$ cat src/rtl/msi_cap_pkg.sv
package msi_cap_pkg;

   typedef struct packed {
      logic [31:0] data;
      logic [63:0] addr;
   } msi_entry_t;

   localparam int ENTRY_W = $bits(msi_entry_t);

   // register byte offsets
   localparam logic [7:0] OFF_BASE_LO = 8'h04;
   localparam logic [7:0] OFF_BASE_HI = 8'h08;
   localparam logic [7:0] OFF_SIZE    = 8'h0C;
   localparam logic [7:0] OFF_ENABLE  = 8'h14;
   localparam logic [7:0] OFF_STATUS  = 8'h18;
   localparam logic [7:0] OFF_DATA    = 8'h20;
   localparam logic [7:0] OFF_ADDR_LO = 8'h24;
   localparam logic [7:0] OFF_ADDR_HI = 8'h28;
   localparam logic [7:0] OFF_IRQ_EN  = 8'h30;
   localparam logic [7:0] OFF_IRQ_ST  = 8'h34;

   // combined interrupt bit positions
   localparam int IRQ_MSI_BIT  = 3;
   localparam int IRQ_INTX_LSB = 5;

endpackage

$ cat src/rtl/msi_window_decode.sv
module msi_window_decode #(
   parameter int ADDR_W = 64,
   parameter int SIZE_W = 32
) (
   input  logic              in_valid,
   input  logic [ADDR_W-1:0] in_addr,
   input  logic              win_en,
   input  logic [ADDR_W-1:0] win_base,
   input  logic [SIZE_W-1:0] win_size,
   output logic              capture,
   output logic              pass_valid
);

   logic [ADDR_W-1:0] offs;
   logic              in_range;

   initial begin
      if (SIZE_W > ADDR_W) $error("msi_window_decode: SIZE_W must not exceed ADDR_W");
   end

   // offset compare avoids an overflowing base+size sum
   assign offs     = in_addr - win_base;
   assign in_range = (in_addr >= win_base) && (offs < ADDR_W'(win_size));
   assign capture    = in_valid && win_en && in_range;
   assign pass_valid = in_valid && !capture;

endmodule

$ cat src/rtl/msi_fifo.sv
module msi_fifo #(
   parameter int DEPTH = 16,
   parameter int W     = 96
) (
   input  logic                       clk,
   input  logic                       rst_n,
   input  logic                       push,
   input  logic [W-1:0]               wdata,
   input  logic                       pop,
   output logic [W-1:0]               rdata,
   output logic                       empty,
   output logic                       full,
   output logic [$clog2(DEPTH+1)-1:0] count
);

   localparam int PW = (DEPTH > 1) ? $clog2(DEPTH) : 1;
   localparam int CW = $clog2(DEPTH + 1);

   logic [W-1:0]  mem [DEPTH];
   logic [PW-1:0] wr_ptr, rd_ptr;
   logic          do_push, do_pop;

   initial begin
      if (DEPTH < 2) $error("msi_fifo: DEPTH must be at least 2");
      if ((DEPTH & (DEPTH - 1)) != 0) $error("msi_fifo: DEPTH must be a power of two");
   end

   assign empty   = (count == '0);
   assign full    = (count == CW'(DEPTH));
   // a full FIFO refuses a push even if it pops in the same cycle
   assign do_push = push && !full;
   assign do_pop  = pop && !empty;
   assign rdata   = mem[rd_ptr];

   always_ff @(posedge clk) begin
      if (do_push) mem[wr_ptr] <= wdata;
   end

   always_ff @(posedge clk) begin
      if (!rst_n) begin
         wr_ptr <= '0;
         rd_ptr <= '0;
         count  <= '0;
      end else begin
         if (do_push) wr_ptr <= wr_ptr + 1'b1;
         if (do_pop)  rd_ptr <= rd_ptr + 1'b1;
         case ({do_push, do_pop})
            2'b10:   count <= count + 1'b1;
            2'b01:   count <= count - 1'b1;
            default: count <= count;
         endcase
      end
   end


   pop_empty_chk: assert property (@(posedge clk) disable iff (!rst_n)
      pop |-> !empty);


   count_bound_chk: assert property (@(posedge clk) disable iff (!rst_n)
      count <= CW'(DEPTH));

endmodule

$ cat src/rtl/msi_regfile.sv
module msi_regfile
   import msi_cap_pkg::*;
#(
   parameter int APB_AW   = 12,
   parameter int NUM_INTX = 4
) (
   input  logic                clk,
   input  logic                rst_n,
   input  logic                psel,
   input  logic                penable,
   input  logic                pwrite,
   input  logic [APB_AW-1:0]   paddr,
   input  logic [31:0]         pwdata,
   output logic [31:0]         prdata,
   input  msi_entry_t          head,
   input  logic                fifo_empty,
   input  logic                fifo_full,
   input  logic                capture,
   input  logic [NUM_INTX-1:0] intx_in,
   output logic [63:0]         win_base,
   output logic [31:0]         win_size,
   output logic                win_en,
   output logic                pop,
   output logic                irq_out
);

   localparam int IRQ_TOP = IRQ_INTX_LSB + NUM_INTX - 1;

   logic        rd, wr;
   logic        sel_blo, sel_bhi, sel_size, sel_en, sel_stat;
   logic        sel_dat, sel_alo, sel_ahi, sel_ien, sel_ist;
   logic [2:0]  seen, rd_fld, seen_nxt;
   logic        ovf;
   logic [31:0] irq_en_q, irq_st_q, irq_src, irq_clr, en_mask;

   initial begin
      if (APB_AW < 8) $error("msi_regfile: APB_AW must be at least 8");
      if (IRQ_TOP > 31) $error("msi_regfile: NUM_INTX too large");
   end

   assign rd = psel && penable && !pwrite;
   assign wr = psel && penable && pwrite;

   assign sel_blo  = (paddr == APB_AW'(OFF_BASE_LO));
   assign sel_bhi  = (paddr == APB_AW'(OFF_BASE_HI));
   assign sel_size = (paddr == APB_AW'(OFF_SIZE));
   assign sel_en   = (paddr == APB_AW'(OFF_ENABLE));
   assign sel_stat = (paddr == APB_AW'(OFF_STATUS));
   assign sel_dat  = (paddr == APB_AW'(OFF_DATA));
   assign sel_alo  = (paddr == APB_AW'(OFF_ADDR_LO));
   assign sel_ahi  = (paddr == APB_AW'(OFF_ADDR_HI));
   assign sel_ien  = (paddr == APB_AW'(OFF_IRQ_EN));
   assign sel_ist  = (paddr == APB_AW'(OFF_IRQ_ST));

   // ---------------- configuration registers ----------------
   always_ff @(posedge clk) begin
      if (!rst_n) begin
         win_base <= '0;
         win_size <= '0;
         win_en   <= 1'b0;
      end else if (wr) begin
         if (sel_blo)  win_base[31:0]  <= pwdata;
         if (sel_bhi)  win_base[63:32] <= pwdata;
         if (sel_size) win_size        <= pwdata;
         if (sel_en)   win_en          <= pwdata[0];
      end
   end

   // ---------------- pop sequencing ----------------
   // one flag per head field: data, addr low, addr high
   assign rd_fld   = {rd && sel_ahi, rd && sel_alo, rd && sel_dat} & {3{!fifo_empty}};
   assign seen_nxt = seen | rd_fld;
   assign pop      = !fifo_empty && (&seen_nxt);

   always_ff @(posedge clk) begin
      if (!rst_n)   seen <= '0;
      else if (pop) seen <= '0;
      else          seen <= seen_nxt;
   end

   // ---------------- overflow flag ----------------
   always_ff @(posedge clk) begin
      if (!rst_n)                              ovf <= 1'b0;
      else if (capture && fifo_full)           ovf <= 1'b1;
      else if (wr && sel_stat && pwdata[1])    ovf <= 1'b0;
   end

   // ---------------- combined interrupt ----------------
   always_comb begin
      en_mask = '0;
      en_mask[IRQ_MSI_BIT] = 1'b1;
      en_mask[IRQ_TOP:IRQ_INTX_LSB] = '1;
   end

   always_comb begin
      irq_src = '0;
      irq_src[IRQ_MSI_BIT] = !fifo_empty;
   end

   // per-line legacy sources feed their own status bits
   genvar gi;
   generate
      for (gi = 0; gi < NUM_INTX; gi++) begin : g_intx
         always_ff @(posedge clk) begin
            if (!rst_n)                       irq_st_q[IRQ_INTX_LSB+gi] <= 1'b0;
            else if (irq_clr[IRQ_INTX_LSB+gi]) irq_st_q[IRQ_INTX_LSB+gi] <= 1'b0;
            else if (intx_in[gi])             irq_st_q[IRQ_INTX_LSB+gi] <= 1'b1;
         end
      end
      for (gi = 0; gi < 32; gi++) begin : g_unused
         if (gi != IRQ_MSI_BIT && (gi < IRQ_INTX_LSB || gi > IRQ_TOP)) begin : g_zero
            assign irq_st_q[gi] = 1'b0;
         end
      end
   endgenerate

   assign irq_clr = (wr && sel_ist) ? (pwdata & en_mask) : '0;

   // clear wins; the source re-sets the bit on the next edge
   always_ff @(posedge clk) begin
      if (!rst_n)                    irq_st_q[IRQ_MSI_BIT] <= 1'b0;
      else if (irq_clr[IRQ_MSI_BIT]) irq_st_q[IRQ_MSI_BIT] <= 1'b0;
      else if (irq_src[IRQ_MSI_BIT]) irq_st_q[IRQ_MSI_BIT] <= 1'b1;
   end

   always_ff @(posedge clk) begin
      if (!rst_n)              irq_en_q <= '0;
      else if (wr && sel_ien)  irq_en_q <= pwdata & en_mask;
   end

   assign irq_out = |(irq_st_q & irq_en_q);

   // ---------------- read mux ----------------
   always_comb begin
      prdata = '0;
      if (sel_blo)       prdata = win_base[31:0];
      else if (sel_bhi)  prdata = win_base[63:32];
      else if (sel_size) prdata = win_size;
      else if (sel_en)   prdata = {31'b0, win_en};
      else if (sel_stat) prdata = {30'b0, ovf, !fifo_empty};
      else if (sel_dat)  prdata = fifo_empty ? '0 : head.data;
      else if (sel_alo)  prdata = fifo_empty ? '0 : head.addr[31:0];
      else if (sel_ahi)  prdata = fifo_empty ? '0 : head.addr[63:32];
      else if (sel_ien)  prdata = irq_en_q;
      else if (sel_ist)  prdata = irq_st_q;
   end


   pop_on_read_chk: assert property (@(posedge clk) disable iff (!rst_n)
      pop |-> (rd && (sel_dat || sel_alo || sel_ahi)));


   ovf_set_chk: assert property (@(posedge clk) disable iff (!rst_n)
      $rose(ovf) |-> $past(capture && fifo_full));


   msi_stat_clr_chk: assert property (@(posedge clk) disable iff (!rst_n)
      $fell(irq_st_q[IRQ_MSI_BIT]) |-> $past(wr && sel_ist && pwdata[IRQ_MSI_BIT]));

endmodule

$ cat src/rtl/msi_capture_ctrl.sv
module msi_capture_ctrl
   import msi_cap_pkg::*;
#(
   parameter int FIFO_DEPTH = 16,
   parameter int APB_AW     = 12,
   parameter int NUM_INTX   = 4
) (
   input  logic                clk,
   input  logic                rst_n,
   input  logic                in_valid,
   input  logic [63:0]         in_addr,
   input  logic [31:0]         in_data,
   output logic                pass_valid,
   output logic [63:0]         pass_addr,
   output logic [31:0]         pass_data,
   input  logic                psel,
   input  logic                penable,
   input  logic                pwrite,
   input  logic [APB_AW-1:0]   paddr,
   input  logic [31:0]         pwdata,
   output logic [31:0]         prdata,
   input  logic [NUM_INTX-1:0] intx_in,
   output logic                irq_out
);

   localparam int CW = $clog2(FIFO_DEPTH + 1);

   logic        capture, win_en, pop, fifo_empty, fifo_full;
   logic [63:0] win_base;
   logic [31:0] win_size;
   logic [CW-1:0] fifo_count;
   msi_entry_t  new_entry, head;
   logic [ENTRY_W-1:0] head_bits;

   assign new_entry = '{data: in_data, addr: in_addr};
   assign head      = msi_entry_t'(head_bits);
   assign pass_addr = in_addr;
   assign pass_data = in_data;

   msi_window_decode #(.ADDR_W(64), .SIZE_W(32)) u_decode (
      .in_valid   (in_valid),
      .in_addr    (in_addr),
      .win_en     (win_en),
      .win_base   (win_base),
      .win_size   (win_size),
      .capture    (capture),
      .pass_valid (pass_valid)
   );

   msi_fifo #(.DEPTH(FIFO_DEPTH), .W(ENTRY_W)) u_fifo (
      .clk   (clk),
      .rst_n (rst_n),
      .push  (capture),
      .wdata (new_entry),
      .pop   (pop),
      .rdata (head_bits),
      .empty (fifo_empty),
      .full  (fifo_full),
      .count (fifo_count)
   );

   msi_regfile #(.APB_AW(APB_AW), .NUM_INTX(NUM_INTX)) u_regs (
      .clk        (clk),
      .rst_n      (rst_n),
      .psel       (psel),
      .penable    (penable),
      .pwrite     (pwrite),
      .paddr      (paddr),
      .pwdata     (pwdata),
      .prdata     (prdata),
      .head       (head),
      .fifo_empty (fifo_empty),
      .fifo_full  (fifo_full),
      .capture    (capture),
      .intx_in    (intx_in),
      .win_base   (win_base),
      .win_size   (win_size),
      .win_en     (win_en),
      .pop        (pop),
      .irq_out    (irq_out)
   );


   push_count_chk: assert property (@(posedge clk) disable iff (!rst_n)
      (capture && !fifo_full && !pop) |=> (fifo_count == $past(fifo_count) + CW'(1)));


   capture_excl_chk: assert property (@(posedge clk) disable iff (!rst_n)
      capture |-> !pass_valid);

endmodule

$ cat config.mk
export PLATFORM = sky130hd
export DESIGN_NAME = msi_capture_ctrl
export DESIGN_NICKNAME = d
export VERILOG_FILES = /design/src/rtl/msi_cap_pkg.sv /design/src/rtl/msi_window_decode.sv /design/src/rtl/msi_fifo.sv /design/src/rtl/msi_regfile.sv /design/src/rtl/msi_capture_ctrl.sv
export SDC_FILE = /design/constraint.sdc
export NUM_CORES = 2
export LEC_CHECK = 0
export ABC_AREA = 1
export BUFFER_PORTS_ARGS = -buffer_cell sky130_fd_sc_hd__buf_2
export CORE_ASPECT_RATIO = 1.2
export CORE_MARGIN = 2
export CORE_UTILIZATION = 31
export DETAILED_ROUTE_END_ITERATION = 10
export PLACE_DENSITY = 0.48
export SYNTH_ARGS = -nofsm -noshare
export SYNTH_HDL_FRONTEND = slang
export SYNTH_HIERARCHICAL = 1
export SYNTH_SLANG_ARGS = --single-unit
$ cat constraint.sdc
create_clock -name clk -period 21.7 [get_ports clk]
set_input_delay 4.34 -clock clk [delete_from_list [all_inputs] [get_ports clk]]
set_output_delay 4.34 -clock clk [all_outputs]
set_load 0.1 [all_outputs]
==> results.toml <==
[clocking]
post_cts_buffers = 0
cts_buffer_depth = 4
clock_latency_ns = 0.85
holdBufCountCts = 0
cts_sinks = 1664
cts_max_level = 4
numCtsBuffers = 178
cts_resized = 0
cts_tree = "yes"
root_buffer = "clkbuf_16"
clk_pin_slew_ns = 0.06

[die]
initial_utilization_pct = 31.1
ios = 280
fp-row-count = 199
die_area_sq_mm = 0.250
die_h_um = 547
coreArea_sq_mm = 0.245
die_width_um = 457

[global_route]
grt.overflow.total = 0
use_met3_pct = 2.62
grt_usage_pct = 20.7
grtUsageMet1_pct = 28.8
grt_pass1_vias = 49872
busiest_layer = "met2"
grt_pass1_wl_um = 372000
grt_start_max_net_pins = 194
antenna_found_initial = 26
gr-usage-met2_pct = 33.7

[placed_design]
io_buffers = 279
placed_cells = 9905
dpl-instance-area_sq_mm = 0.0801
finalWeightedCongestion = 0.974
pre_cts_slack_ns = 8.23
hpwl_um = 165000

[synthesis]
seq_area_frac_synth_pct = 63.9
synth_top_area_share_pct = 60.5
synthArstFlopShare_pct = 0
ys_warn_count = 6
synth_xor_xnor_area_share_pct = 0.402
synth_edf_count = 1536
synth_mux_area_share_pct = 5.05
synthesis.area_sq_mm = 0.0762
syn_nets = 7021
yosysTopAreaCell = "edfxtp_1"
synth_flop_cell = "edfxtp_1"
ys_types = 54
yosys.area_share.adder_pct = 1.72
ys_ff_latch = 1664
synth_compound_area_share_pct = 11.7
syn_inst = 6767
synth-simple-area-share_pct = 9.42
synth_top_family_by_area = "compound AO/OA/AOI/OAI gates"
synth_area_leaders = "edfxtp_1 61%, nand2_1 5.1%, mux2i_1 5.0%"
syn_avg_cell_area_sq_um = 11.3

[timing]
skew_ns = 0.0804
worstMarginPinSlew_ns = 1.08
setup_violations = 0
finalMaxSlewViolations = 0
fin_crit_ns = 13.45
hold_viol = 0
rsz0062_at_grt = "no"
setup_ws_ns = 8.25
tns_ns = 0
clock.fmax_ghz = 0.0743
min_period_over_period_pct = 62.0
slew-limit-headroom_pct = 27.8

[pwr]
clock_power_share_pct = 43.3
switchingPower_w = 0.00150
powerDensity_mw_per_mm2 = 78.3
combPwrFrac_pct = 4.5
p_int_w = 0.00520
swShare_pct = 22.4
leakage_nw = 29.8
seqPwrFrac_pct = 52.3
total_power_w = 0.00669
vdd_drop_max_mv = 0.0539

[detailed_routing]
postRouteAntennaNets = 0
routedWlPerCell_um = 26.0
dr.pass1.iters = 6
drc = 0
routed_wl_um = 265000
first_iter_violations = 4581
drt-vias-per-instance = 5.06
num_vias = 51709

[status]
outcome = "completed"

[setup_path]
cp_max_fo = 18
worstSetupEndpointType = "output port"
cp_num_buf_inv = 5
worstSetupPathType = "input port to output port"
cpLargestDelayFamily = "simple AND/OR/NAND/NOR gates"
cp.arrival_ns = 9.11
slowest_stage = "fa_1"
crit_required_ns = 17.36
crit_top_cell = "nand3_1"
cpPeakStageDelay_ns = 0.42
worstSetupStartpointType = "input port"

[hold_path]
min_path_type = "register to register"

[final_layout]
stdcell_count = 10224
final_area_sq_mm = 0.0855
area_delta_synth_final_pct = 12.2
drive_gt1_share_pct = 10.6
n_fill_cell = 24408
final_common_cell = "edfxtp_1"
nets = 7123
most-common-layout-cells = "1536 x edfxtp_1, 1043 x nand2_1, 899 x inv_1, 535 x a21oi_1, 408 x o21ai_0"

[flow_run]
maxCapViolCount = 0
worst reg2reg max path, delay by kind of cell, from the launching register on:
kind                       cells  cell delay (ns)
adders and majority gates      2             0.68
xor gates and xnor gates       1             0.22
AOI/OAI and AO/OA              3             0.88
buffers and inverters          6             2.45
DFF                            1             0.49
and+or+nand+nor               15             3.09
kinds of logic after synthesis:
family | count (synthesis)
buf+inv | 1371
compound gates | 1541
mux | 384
xor+xnor | 35
flops | 1664
simple gates | 1668
fa+ha+maj | 104
power by group through the flow:
stage               Sequential [W]  Clock (W)  Combinational, W
global placement           0.00357          0          0.000299
finish                     0.00350    0.00290          0.000300
CTS                        0.00350    0.00297          0.000302
global route               0.00350    0.00308          0.000323
detailed placement         0.00357          0          0.000301
floorplan                  0.00357          0          0.000179
area by class of cell:
class                           count  area [sq um]  share of cell area [%]
Inverter                          937          3540                    4.14
Multi-Input combinational cell   3732         21700                    25.3
Antenna cell                       14          35.0                  0.0410
Clock inverter                     80           601                   0.703
Clock buffer                      225          4770                    5.58
Tap cell                         3216          4020                    4.71
Timing Repair Buffer              356          2160                    2.53
Sequential cell                  1664         48700                    57.0
flip-flops by register name, summed over array words and instances (netlist names), 3 cells and up, named ones only:
register / count
u_fifo/mem: 1536
u_fifo/count: 5
u_regs/seen: 3
u_fifo/rd_ptr: 4
u_fifo/wr_ptr: 4
u_regs/win_base: 64
u_regs/win_size: 32
u_regs/irq_en_q: 5
u_regs/irq_st_q: 5
path summary, 6_finish.rpt:
path / startpoint / to / slack [ns] / cells past startpoint
min: u_regs/irq_en_q[7]$_SDFFE_PN0P_ / u_regs/irq_en_q[7]$_SDFFE_PN0P_ / 0.47 / 2
max: in_addr[0] / pass_valid / 8.25 / 28
min reg2reg: u_regs/irq_en_q[7]$_SDFFE_PN0P_ / u_regs/irq_en_q[7]$_SDFFE_PN0P_ / 0.47 / 2
max reg2reg: u_regs/win_base[30]$_SDFFE_PN0P_ / u_fifo/mem[8][62]$_DFFE_PP_ / 13.50 / 27
cell usage after synthesis (2+ instances only):
master,number
clkinv_1,6
nor3_4,4
nand2_1,1043
nand3_1,299
o21ai_0,408
mux2i_1,384
nor2_4,6
o21bai_1,7
inv_1,901
inv_2,29
a21oi_1,535
nand3b_1,8
nand4_1,44
o21ai_1,151
nor4_1,2
or2_0,4
or2_2,5
nor2_1,180
clkbuf_4,3
ha_1,103
o211ai_1,391
nor3_1,13
and2_1,2
a21o_1,4
a31oi_1,2
nor3_2,6
dfxtp_1,128
buf_4,141
a21oi_2,37
xor2_1,34
nor2_8,2
buf_2,96
buf_1,21
nor2_2,27
buf_6,21
nand3_2,7
clkbuf_1,151
edfxtp_1,1536
nand2_2,11
per-layer routing:
| layer | share of wire, % | wire [um] |
|---|---|---|
| met5 | 0.015 | 41 |
| met1 | 46 | 121000 |
| met2 | 46 | 123000 |
| met4 | 2.8 | 7560 |
| met3 | 5.0 | 13300 |
metrics by stage:
step	util [%]	hold WS, ns
after floorplan	-	0.437
after global placement	32.7	0.451
after detailed placement	32.7	0.457
after CTS	34.9	0.466
after global routing	34.9	0.483
final	34.9	0.466
Note: power is estimated with default switching activity, not from simulation.
